===== config.mk =====
export PLATFORM = sky130hd
export DESIGN_NAME = bus_handoff_ctl
export DESIGN_NICKNAME = d
export VERILOG_FILES = /design/src/rtl/bus_handoff_pkg.sv /design/src/rtl/bus_handoff_chan.sv /design/src/rtl/bus_handoff_arb.sv /design/src/rtl/bus_handoff_ctl.sv
export SDC_FILE = /design/constraint.sdc
export NUM_CORES = 1
export LEC_CHECK = 0
export BUFFER_PORTS_ARGS = -buffer_cell sky130_fd_sc_hd__buf_4
export CORE_AREA = 2 2 39 41
export CTS_BUF_LIST = sky130_fd_sc_hd__clkbuf_4
export DETAILED_ROUTE_END_ITERATION = 12
export DIE_AREA = 0 0 41 43
export HOLD_SLACK_MARGIN = 0.06
export PLACE_DENSITY = 0.6
export SETUP_SLACK_MARGIN = 0.4
export SLEW_MARGIN = 20
export SYNTH_ARGS = -nofsm -noshare
export SYNTH_HDL_FRONTEND = slang
export SYNTH_SLANG_ARGS = --single-unit
export TNS_END_PERCENT = 5

===== constraint.sdc =====
create_clock -name clk -period 3.26 [get_ports clk]
set_input_delay 0.489 -clock clk [delete_from_list [all_inputs] [get_ports clk]]
set_output_delay 0.489 -clock clk [all_outputs]
set_load 0.05 [all_outputs]

===== src/rtl/bus_handoff_pkg.sv =====
package bus_handoff_pkg;

  typedef enum logic [2:0] {
    TS_IDLE = 3'd0,
    TS_T1   = 3'd1,
    TS_T2   = 3'd2,
    TS_T3   = 3'd3,
    TS_TW   = 3'd4,
    TS_T4   = 3'd5
  } tphase_e;

  typedef enum logic [1:0] {
    HS_OWN   = 2'd0,
    HS_GRANT = 2'd1,
    HS_HOLD  = 2'd2,
    HS_DEAD  = 2'd3
  } hstate_e;

  // A request seen this early in a transfer can still be served at its T4.
  function automatic logic early_enough(input logic [2:0] t);
    return (t == TS_IDLE) || (t == TS_T1) || (t == TS_T2);
  endfunction

  // Edge at which the bus may be handed over.
  function automatic logic release_point(input logic [2:0] t, input logic elig);
    return (t == TS_IDLE) || ((t == TS_T4) && elig);
  endfunction

endpackage


===== src/rtl/bus_handoff_chan.sv =====
module bus_handoff_chan
  import bus_handoff_pkg::*;
(
  input  logic       clk,
  input  logic       rst_n,
  input  logic       line_n,
  input  logic       listen,
  input  logic       take,
  input  logic       blocked,
  input  logic [2:0] t_state,
  output logic       ready
);

  logic pend;
  logic elig;
  logic req_seen;

  assign req_seen = listen && !line_n && !pend;

  always_ff @(posedge clk or negedge rst_n) begin
    if (!rst_n) begin
      pend <= 1'b0;
      elig <= 1'b0;
    end else if (take) begin
      pend <= 1'b0;
      elig <= 1'b0;
    end else if (req_seen) begin
      pend <= 1'b1;
      elig <= early_enough(t_state);
    end else if (pend && (t_state == TS_T1)) begin
      elig <= 1'b1;
    end
  end

  assign ready = pend && !blocked && release_point(t_state, elig);

  AST_PEND_KEPT: assert property (@(posedge clk) disable iff (!rst_n)
    (pend && !take) |=> pend);

  AST_TAKE_NEEDS_READY: assert property (@(posedge clk) disable iff (!rst_n)
    take |-> (ready && !blocked));

endmodule


===== src/rtl/bus_handoff_arb.sv =====
module bus_handoff_arb #(
  parameter int NCH = 2
) (
  input  logic           en,
  input  logic [NCH-1:0] ready,
  output logic [NCH-1:0] grant
);

  always_comb begin
    logic found;
    found = 1'b0;
    grant = '0;
    for (int i = 0; i < NCH; i++) begin
      if (en && ready[i] && !found) begin
        grant[i] = 1'b1;
        found    = 1'b1;
      end
    end
  end

endmodule


===== src/rtl/bus_handoff_ctl.sv =====
module bus_handoff_ctl
  import bus_handoff_pkg::*;
#(
  parameter int NCH = 2
) (
  input  logic           clk,
  input  logic           rst_n,
  input  logic [NCH-1:0] rq_in_n,
  output logic [NCH-1:0] rq_out_n,
  output logic [NCH-1:0] rq_oe,
  input  logic [2:0]     t_state,
  input  logic           lock_active,
  input  logic           inta_first,
  output logic           bus_float,
  output logic           dead_cycle
);

  localparam int OW = (NCH > 1) ? $clog2(NCH) : 1;

  hstate_e        st;
  logic [OW-1:0]  owner;
  logic [NCH-1:0] ready;
  logic [NCH-1:0] gnt;
  logic [NCH-1:0] listen;
  logic [OW-1:0]  gidx;
  logic           blocked;
  logic           release_seen;
  logic           grant_cyc;

  function automatic logic [OW-1:0] onehot_index(input logic [NCH-1:0] v);
    logic [OW-1:0] r;
    r = '0;
    for (int i = 0; i < NCH; i++) begin
      if (v[i]) r = OW'(i);
    end
    return r;
  endfunction

  assign blocked = lock_active || inta_first;

  for (genvar gi = 0; gi < NCH; gi++) begin : g_ch
    assign listen[gi] = (st == HS_OWN) || (owner != OW'(gi));
    bus_handoff_chan i_chan (
      .clk     (clk),
      .rst_n   (rst_n),
      .line_n  (rq_in_n[gi]),
      .listen  (listen[gi]),
      .take    (gnt[gi]),
      .blocked (blocked),
      .t_state (t_state),
      .ready   (ready[gi])
    );
  end

  bus_handoff_arb #(.NCH(NCH)) i_arb (
    .en    (st == HS_OWN),
    .ready (ready),
    .grant (gnt)
  );

  assign gidx         = onehot_index(gnt);
  assign release_seen = (st == HS_HOLD) && !rq_in_n[owner];
  assign grant_cyc    = (st == HS_GRANT);

  always_ff @(posedge clk or negedge rst_n) begin
    if (!rst_n) begin
      st    <= HS_OWN;
      owner <= '0;
    end else begin
      case (st)
        HS_OWN: begin
          if (|gnt) begin
            st    <= HS_GRANT;
            owner <= gidx;
          end
        end
        HS_GRANT: st <= HS_HOLD;
        HS_HOLD:  if (release_seen) st <= HS_DEAD;
        default:  st <= HS_OWN;
      endcase
    end
  end

  always_comb begin
    for (int i = 0; i < NCH; i++) begin
      rq_oe[i]    = grant_cyc && (owner == OW'(i));
      rq_out_n[i] = !rq_oe[i];
    end
  end

  assign bus_float  = (st == HS_HOLD) || (st == HS_DEAD);
  assign dead_cycle = (st == HS_DEAD);

  AST_GRANT_AT_POINT: assert property (@(posedge clk) disable iff (!rst_n)
    $rose(grant_cyc) |-> ($past(t_state) == TS_IDLE || $past(t_state) == TS_T4));

  AST_NO_GRANT_LOCKED: assert property (@(posedge clk) disable iff (!rst_n)
    $rose(grant_cyc) |-> !$past(lock_active));

  AST_NO_GRANT_INTA: assert property (@(posedge clk) disable iff (!rst_n)
    $rose(grant_cyc) |-> !$past(inta_first));

  AST_PRIO_LOW_FIRST: assert property (@(posedge clk) disable iff (!rst_n)
    $rose(grant_cyc) |-> (($past(ready) & ((NCH'(1) << owner) - NCH'(1))) == '0));

  AST_FLOAT_AFTER_GRANT: assert property (@(posedge clk) disable iff (!rst_n)
    grant_cyc |=> bus_float);

  AST_DEAD_AFTER_RELEASE: assert property (@(posedge clk) disable iff (!rst_n)
    release_seen |=> (dead_cycle && bus_float));

  AST_DEAD_ONE_CYCLE: assert property (@(posedge clk) disable iff (!rst_n)
    dead_cycle |=> (!dead_cycle && !bus_float));

  AST_OE_ONEHOT: assert property (@(posedge clk) disable iff (!rst_n)
    $onehot0(rq_oe));

  AST_GRANT_ONE_CYCLE: assert property (@(posedge clk) disable iff (!rst_n)
    (|rq_oe) |=> (rq_oe == '0));

endmodule


==> flow_metrics.tcl, run 1 <==
set metrics [dict create \
    rsz0062_at_grt "no" \
    finalSetupViolations 0 \
    relSlewSlack_pct 79.50 \
    peakVddDrop_v 0.0003986 \
    instances_no_fill 87 \
    num_rows 14 \
    p_leak_nw 0.3403 \
    cp.required_ns 3.39 \
    drt_iter0_drc 9 \
    die_h_um 43 \
    dpl.hpwl_um 835.1 \
    dp.cells 82 \
    drv_cap 0 \
    firstDrtPassIters 4 \
    htreeDepth 1 \
    total_power_mw 0.5825 \
    ctsResizeCount 0 \
    p_per_area_nw_per_um2 875.1 \
    finalSetupTns_ns 0 \
    synth_cell_types 21 \
    cp-start-kind "flop" \
    initial_core_util_pct 36.35 \
    critPathArrivalTime_ns 2.12 \
    maxSlewViolCount 0 \
    drtAntennaViolNets 0 \
    worst-slew-pin-transition_ns 0.3069 \
    diodes 0 \
    final_cell_mix "14 x buf_4, 7 x inv_1, 7 x dfrtp_1" \
    antenna_found_initial 0 \
    path_buf_inv 1 \
    vias 427 \
    syn_to_final_growth_pct 32.34 \
    port_buffers 14 \
    cts_sinks 7 \
    clk_latency_ns 0.25 \
    slowest_delay_ns 0.42 \
    hold_path_class "in -> reg" \
    status "finished, final reports clean" \
    finalCriticalPeriod_ns 1.986 \
    grt_max_degree 8 \
    skew_ns 0.005235 \
    drcViolationCount 0 \
    avgRoutedWirePerCell_um 11.59 \
    synth_warnings 0 \
    cts-buffers-inserted 3 \
    synthCells 52 \
    end_kind "flop" \
    drt-vias-per-instance 4.908 \
    grt_usage_pct 14.74 \
    hold_viol 0 \
    post-route-period-util_pct 60.93 \
    syn_area_um2 503.0 \
    whs_ns 0.5470 \
    fin_nets 86 \
    ys_ff_latch 7 \
    n_fill_cell 130 \
    path_cells "inv_1, ha_1, nor4b_4, o211ai_2, a32oi_2, mux2_1" \
    ys_seq_area_share_pct 34.83 \
    num_io_pins 15 \
    clockRootBuffer "clkbuf_4" \
    wirelength_mm 1.008 \
    postSynthAreaPerCell_um2 9.673 \
    crit_path_max_fanout 5 \
    coreArea_um2 1384 \
    place.gp.congestion 0.7113 \
    crit_family "compound AO/OA/AOI/OAI gates" \
    cts.reportedPaths.clkPinSlew_ns 0.06 \
    syn_nets 66 \
    utilization_pct 48.10 \
    critPathSlowestCell "dfrtp_1" \
    die_x_um 41 \
    crit_type "reg -> reg" \
    final_common_cell "buf_4" \
    drive_gt1_share_pct 32.39 \
    clk_path_buf_depth 2 \
    grt-ovfl-total 0 \
    fmax_mhz 503.4 \
    grt_pass1_wl_mm 1.773 \
    grt_pass1_vias 450 \
    cts_tree "yes" \
    die-area_um2 1763 \
]
[worst min-delay path, delay by kind of cell]
family / cells / cell delay [ns]
compound gates: 1 / 0.05
simple gates: 2 / 0.14
buf+inv: 1 / 0.08
[synth_stat cells (all sizes together)]
master	number	area (µm²)
dfrtp	7	175.2
inv	7	26.28
a21oi	6	30.03
ha	5	62.56
nor2	5	18.77
o21bai	3	22.52
and3	2	12.51
mux2	2	22.52
mux2i	2	20.02
nand2	2	7.510
o211ai	2	20.02
o21ai	2	10.01
a211oi	1	7.510
a32oi	1	16.27
nand2b	1	6.260
nor3	1	5.000
nor4b	1	23.77
o211a	1	10.01
or2	1	6.260
[area by class of cell]
cell class,instances,area [µm²],area share [%]
repair buffers,15,115.1,17.29
multi-input cells,38,301.5,45.30
clock inverters,1,5.005,0.7519
inverters,7,26.28,3.947
well taps,16,20.02,3.008
clock buffers,3,22.52,3.383
flip-flops and latches,7,175.2,26.32
[state kept, by name, summed over array words and instances (netlist names)]
register and flops:
st 2, g_ch.i_chan.elig 2, owner 1, g_ch.i_chan.pend 2
[cell families after synthesis]
| logic type | synth area share [%] |
|---|---|
| mux | 8.458 |
| compound gates | 23.14 |
| flops | 34.83 |
| fa+ha+maj | 12.44 |
| simple gates | 15.92 |
| buf+inv | 5.225 |
[what timing repair did]
action / in CTS / in global routing
hold endpoints to repair: 7 / 0
setup buffers: 0 / 0
hold buffers: 1 / 0
[per-stage QoR]
step	cell area [µm²]	setup WS [ns]
4_1_cts	665.6	1.267
2_1_floorplan	503.0	1.401
6_report	665.6	1.274
3_5_place_dp	628.1	1.289
3_3_place_gp	628.1	1.319
5_1_grt	665.6	1.122
[where the power goes]
group / total [mW] / internal, mW / switching, mW
Sequential: 0.152 / 0.119 / 0.0325
Combinational: 0.354 / 0.135 / 0.219
Clock: 0.0762 / 0.0447 / 0.0314
Total: 0.583 / 0.299 / 0.283
[routing by layer]
metal  global-route usage [%]  vias up  routed length [µm]
li1                         -      221                   -
met1                    17.39      198                 446
met2                    24.38        8                 526
met3                    3.141        0                  35
met4                    6.000        0                   0
met5                        0        -                   0
[path summary, 6_finish.rpt]
kind	startpoint	to	slack, ns	depth (start not counted)
max	st[0]$_DFFE_PN0P_	st[1]$_DFFE_PN0P_	1.27	6
min	rq_in_n[1]	g_ch[1].i_chan.pend$_DFFE_PN0P_	0.55	4
max reg2reg	st[0]$_DFFE_PN0P_	st[1]$_DFFE_PN0P_	1.27	6
min reg2reg	g_ch[0].i_chan.elig$_DFFE_PN0P_	g_ch[0].i_chan.elig$_DFFE_PN0P_	0.55	2
max in group asynchronous	rst_n	g_ch[0].i_chan.elig$_DFFE_PN0P_	2.53	2
min in group asynchronous	rst_n	g_ch[1].i_chan.elig$_DFFE_PN0P_	0.60	2
(Power assumes the default switching activity.)
==> inputs of run 2 (changes only) <==
- clock period: 3.26 -> 2.04 ns (I/O delays scaled with it)
==> run 2 against run 1 <==
Compared with the run above: sequential power increased by 61%; cell area increased by 7.3%; clock power increased by 73%; power increased by 84%; first-iteration DRC count decreased by 78%; register-to-register slack got worse by 1.0 ns; via count increased by 2.8%; largest cell class unchanged.
==> flow_metrics.tcl, run 2 (synthesis gave the netlist of run 1 again) <==
set metrics [dict create \
    critPathSlowestCell "dfrtp_1" \
    peakVddDrop_v 0.0007506 \
    finalSetupViolations 0 \
    dpl_cell_area_um2 640.6 \
    drt_iter0_drc 2 \
    crit_type "reg -> reg" \
    drtAntennaViolNets 0 \
    holdPathStages 3 \
    crit_family "compound AO/OA/AOI/OAI gates" \
    instances_no_fill 91 \
    finalCriticalPeriod_ns 1.773 \
    setup_ws_ns 0.2675 \
    num_io_pins 15 \
    cts.reportedPaths.clkPinSlew_ns 0.05 \
    worst-slew-pin-transition_ns 0.3492 \
    drv_cap 0 \
    diodes 0 \
    avgRoutedWirePerCell_um 11.70 \
    r2r_start "st[0]$_DFFE_PN0P_" \
    rsz0062_at_grt "yes" \
    grt_pass1_vias 473 \
    final_cell_mix "18 x buf_4, 7 x dfrtp_1, 6 x a21oi_1" \
    path_cells "inv_2, ha_4, nor4b_4, o211ai_1, a32oi_2, mux2_4" \
    fin_nets 90 \
    reg_top3 "g_ch.i_chan.elig (2), g_ch.i_chan.pend (2), st (2)" \
    utilization_pct 51.63 \
    post-route-period-util_pct 86.89 \
    critPathCapture "st[1]$_DFFE_PN0P_" \
    relSlewSlack_pct 76.67 \
    die_x_um 41 \
    hold_viol 0 \
    r2r-end "st[1]$_DFFE_PN0P_" \
    end_kind "flop" \
    dp.cells 82 \
    cts_tree "yes" \
    maxSlewViolCount 0 \
    hold_path_class "in -> reg" \
    skew_ns 0.002313 \
    slowest_delay_ns 0.41 \
    critPathArrivalTime_ns 1.90 \
    cp.required_ns 2.16 \
    drcViolationCount 0 \
    place.gp.congestion 0.7591 \
    multi_input_area_um2 317.8 \
    firstDrtPassIters 3 \
    crit_path_max_fanout 3 \
    status "finished, final reports clean" \
    cp-start-kind "flop" \
    place_ws_ns 0.2040 \
    htreeDepth 1 \
    port_buffers 14 \
    coreArea_um2 1384 \
    die-area_um2 1763 \
    num_rows 14 \
    cp.depth 6 \
    clk_path_buf_depth 2 \
    total_power_mw 1.075 \
    final_common_cell "buf_4" \
    finalInstanceArea_um2 714.4 \
    p_per_area_nw_per_um2 1504 \
    cts_sinks 7 \
    grt_pass1_wl_mm 1.918 \
    seq_area_um2 175.2 \
    vias 439 \
    drt-vias-per-instance 4.824 \
    finalSetupTns_ns 0 \
    path_buf_inv 1 \
    clk_latency_ns 0.24 \
    grt-ovfl-total 0 \
    syn_to_final_growth_pct 42.04 \
    p_leak_nw 0.3637 \
    wirelength_mm 1.065 \
    fmax_mhz 564.2 \
    whs_ns 0.3679 \
    r2r_cells 6 \
    cts-buffers-inserted 3 \
    grt_max_degree 8 \
    drive_gt1_share_pct 41.33 \
    crit_start "st[0]$_DFFE_PN0P_" \
    die_h_um 43 \
    dpl.hpwl_um 816.3 \
    clockRootBuffer "clkbuf_4" \
    antenna_found_initial 0 \
    initial_core_util_pct 36.35 \
    n_fill_cell 134 \
    rrSetupSlack_ns 0.27 \
    grt_usage_pct 15.77 \
]
==> run 2: cell count changes in the layout (fill, tap and decap cells not counted) <==
cell      change
inv_2         +2
ha_4          +1
clkinv_2      -1
clkbuf_4      +1
buf_4         +4
mux2_4        +1
inv_1         -2
ha_1          -1
mux2_1        -1
==> run 2: tightest hold or removal path, stage by stage <==
cell,delay [ns]
buf_4,0.11
o21bai_1,0.10
a21oi_1,0.06
==> run 2: final cells by class <==
cell class,instances,area share [%]
multi-input cells,38,44.48
flip-flops and latches,7,24.52
repair buffers,19,20.32
clock buffers,4,4.203
inverters,7,3.678
well taps,16,2.802
==> run 2: report_power, final <==
group / switching (mW) / internal, mW
Sequential: 0.0534 / 0.191
Clock: 0.0446 / 0.0875
Combinational: 0.392 / 0.306
Total: 0.490 / 0.584
==> run 2: routing by layer <==
layer,global-route usage [%],part of all wire [%]
met5,0,0
met4,6.000,0
met3,3.141,5.8
met2,24.69,51
met1,20.47,43
==> run 2: what timing repair did <==
item,in CTS,in global routing
setup endpoints to repair,3,8
hold buffers,1,0
setup buffers,4,0
hold endpoints to repair,7,0
gates resized for setup,1,0
pin swaps,4,0
==> run 2: worst min path at each step <==
stage	endpoint	from	slack (ns)
after global placement	g_ch[0].i_chan.pend$_DFFE_PN0P_	rst_n	0.12
after floorplan	g_ch[0].i_chan.elig$_DFFE_PN0P_	rst_n	0.01
after global routing	g_ch[0].i_chan.elig$_DFFE_PN0P_	t_state[2]	0.38
final	g_ch[0].i_chan.elig$_DFFE_PN0P_	t_state[2]	0.37
after CTS	g_ch[0].i_chan.elig$_DFFE_PN0P_	t_state[2]	0.36
after detailed placement	g_ch[0].i_chan.elig$_DFFE_PN0P_	rst_n	0.12
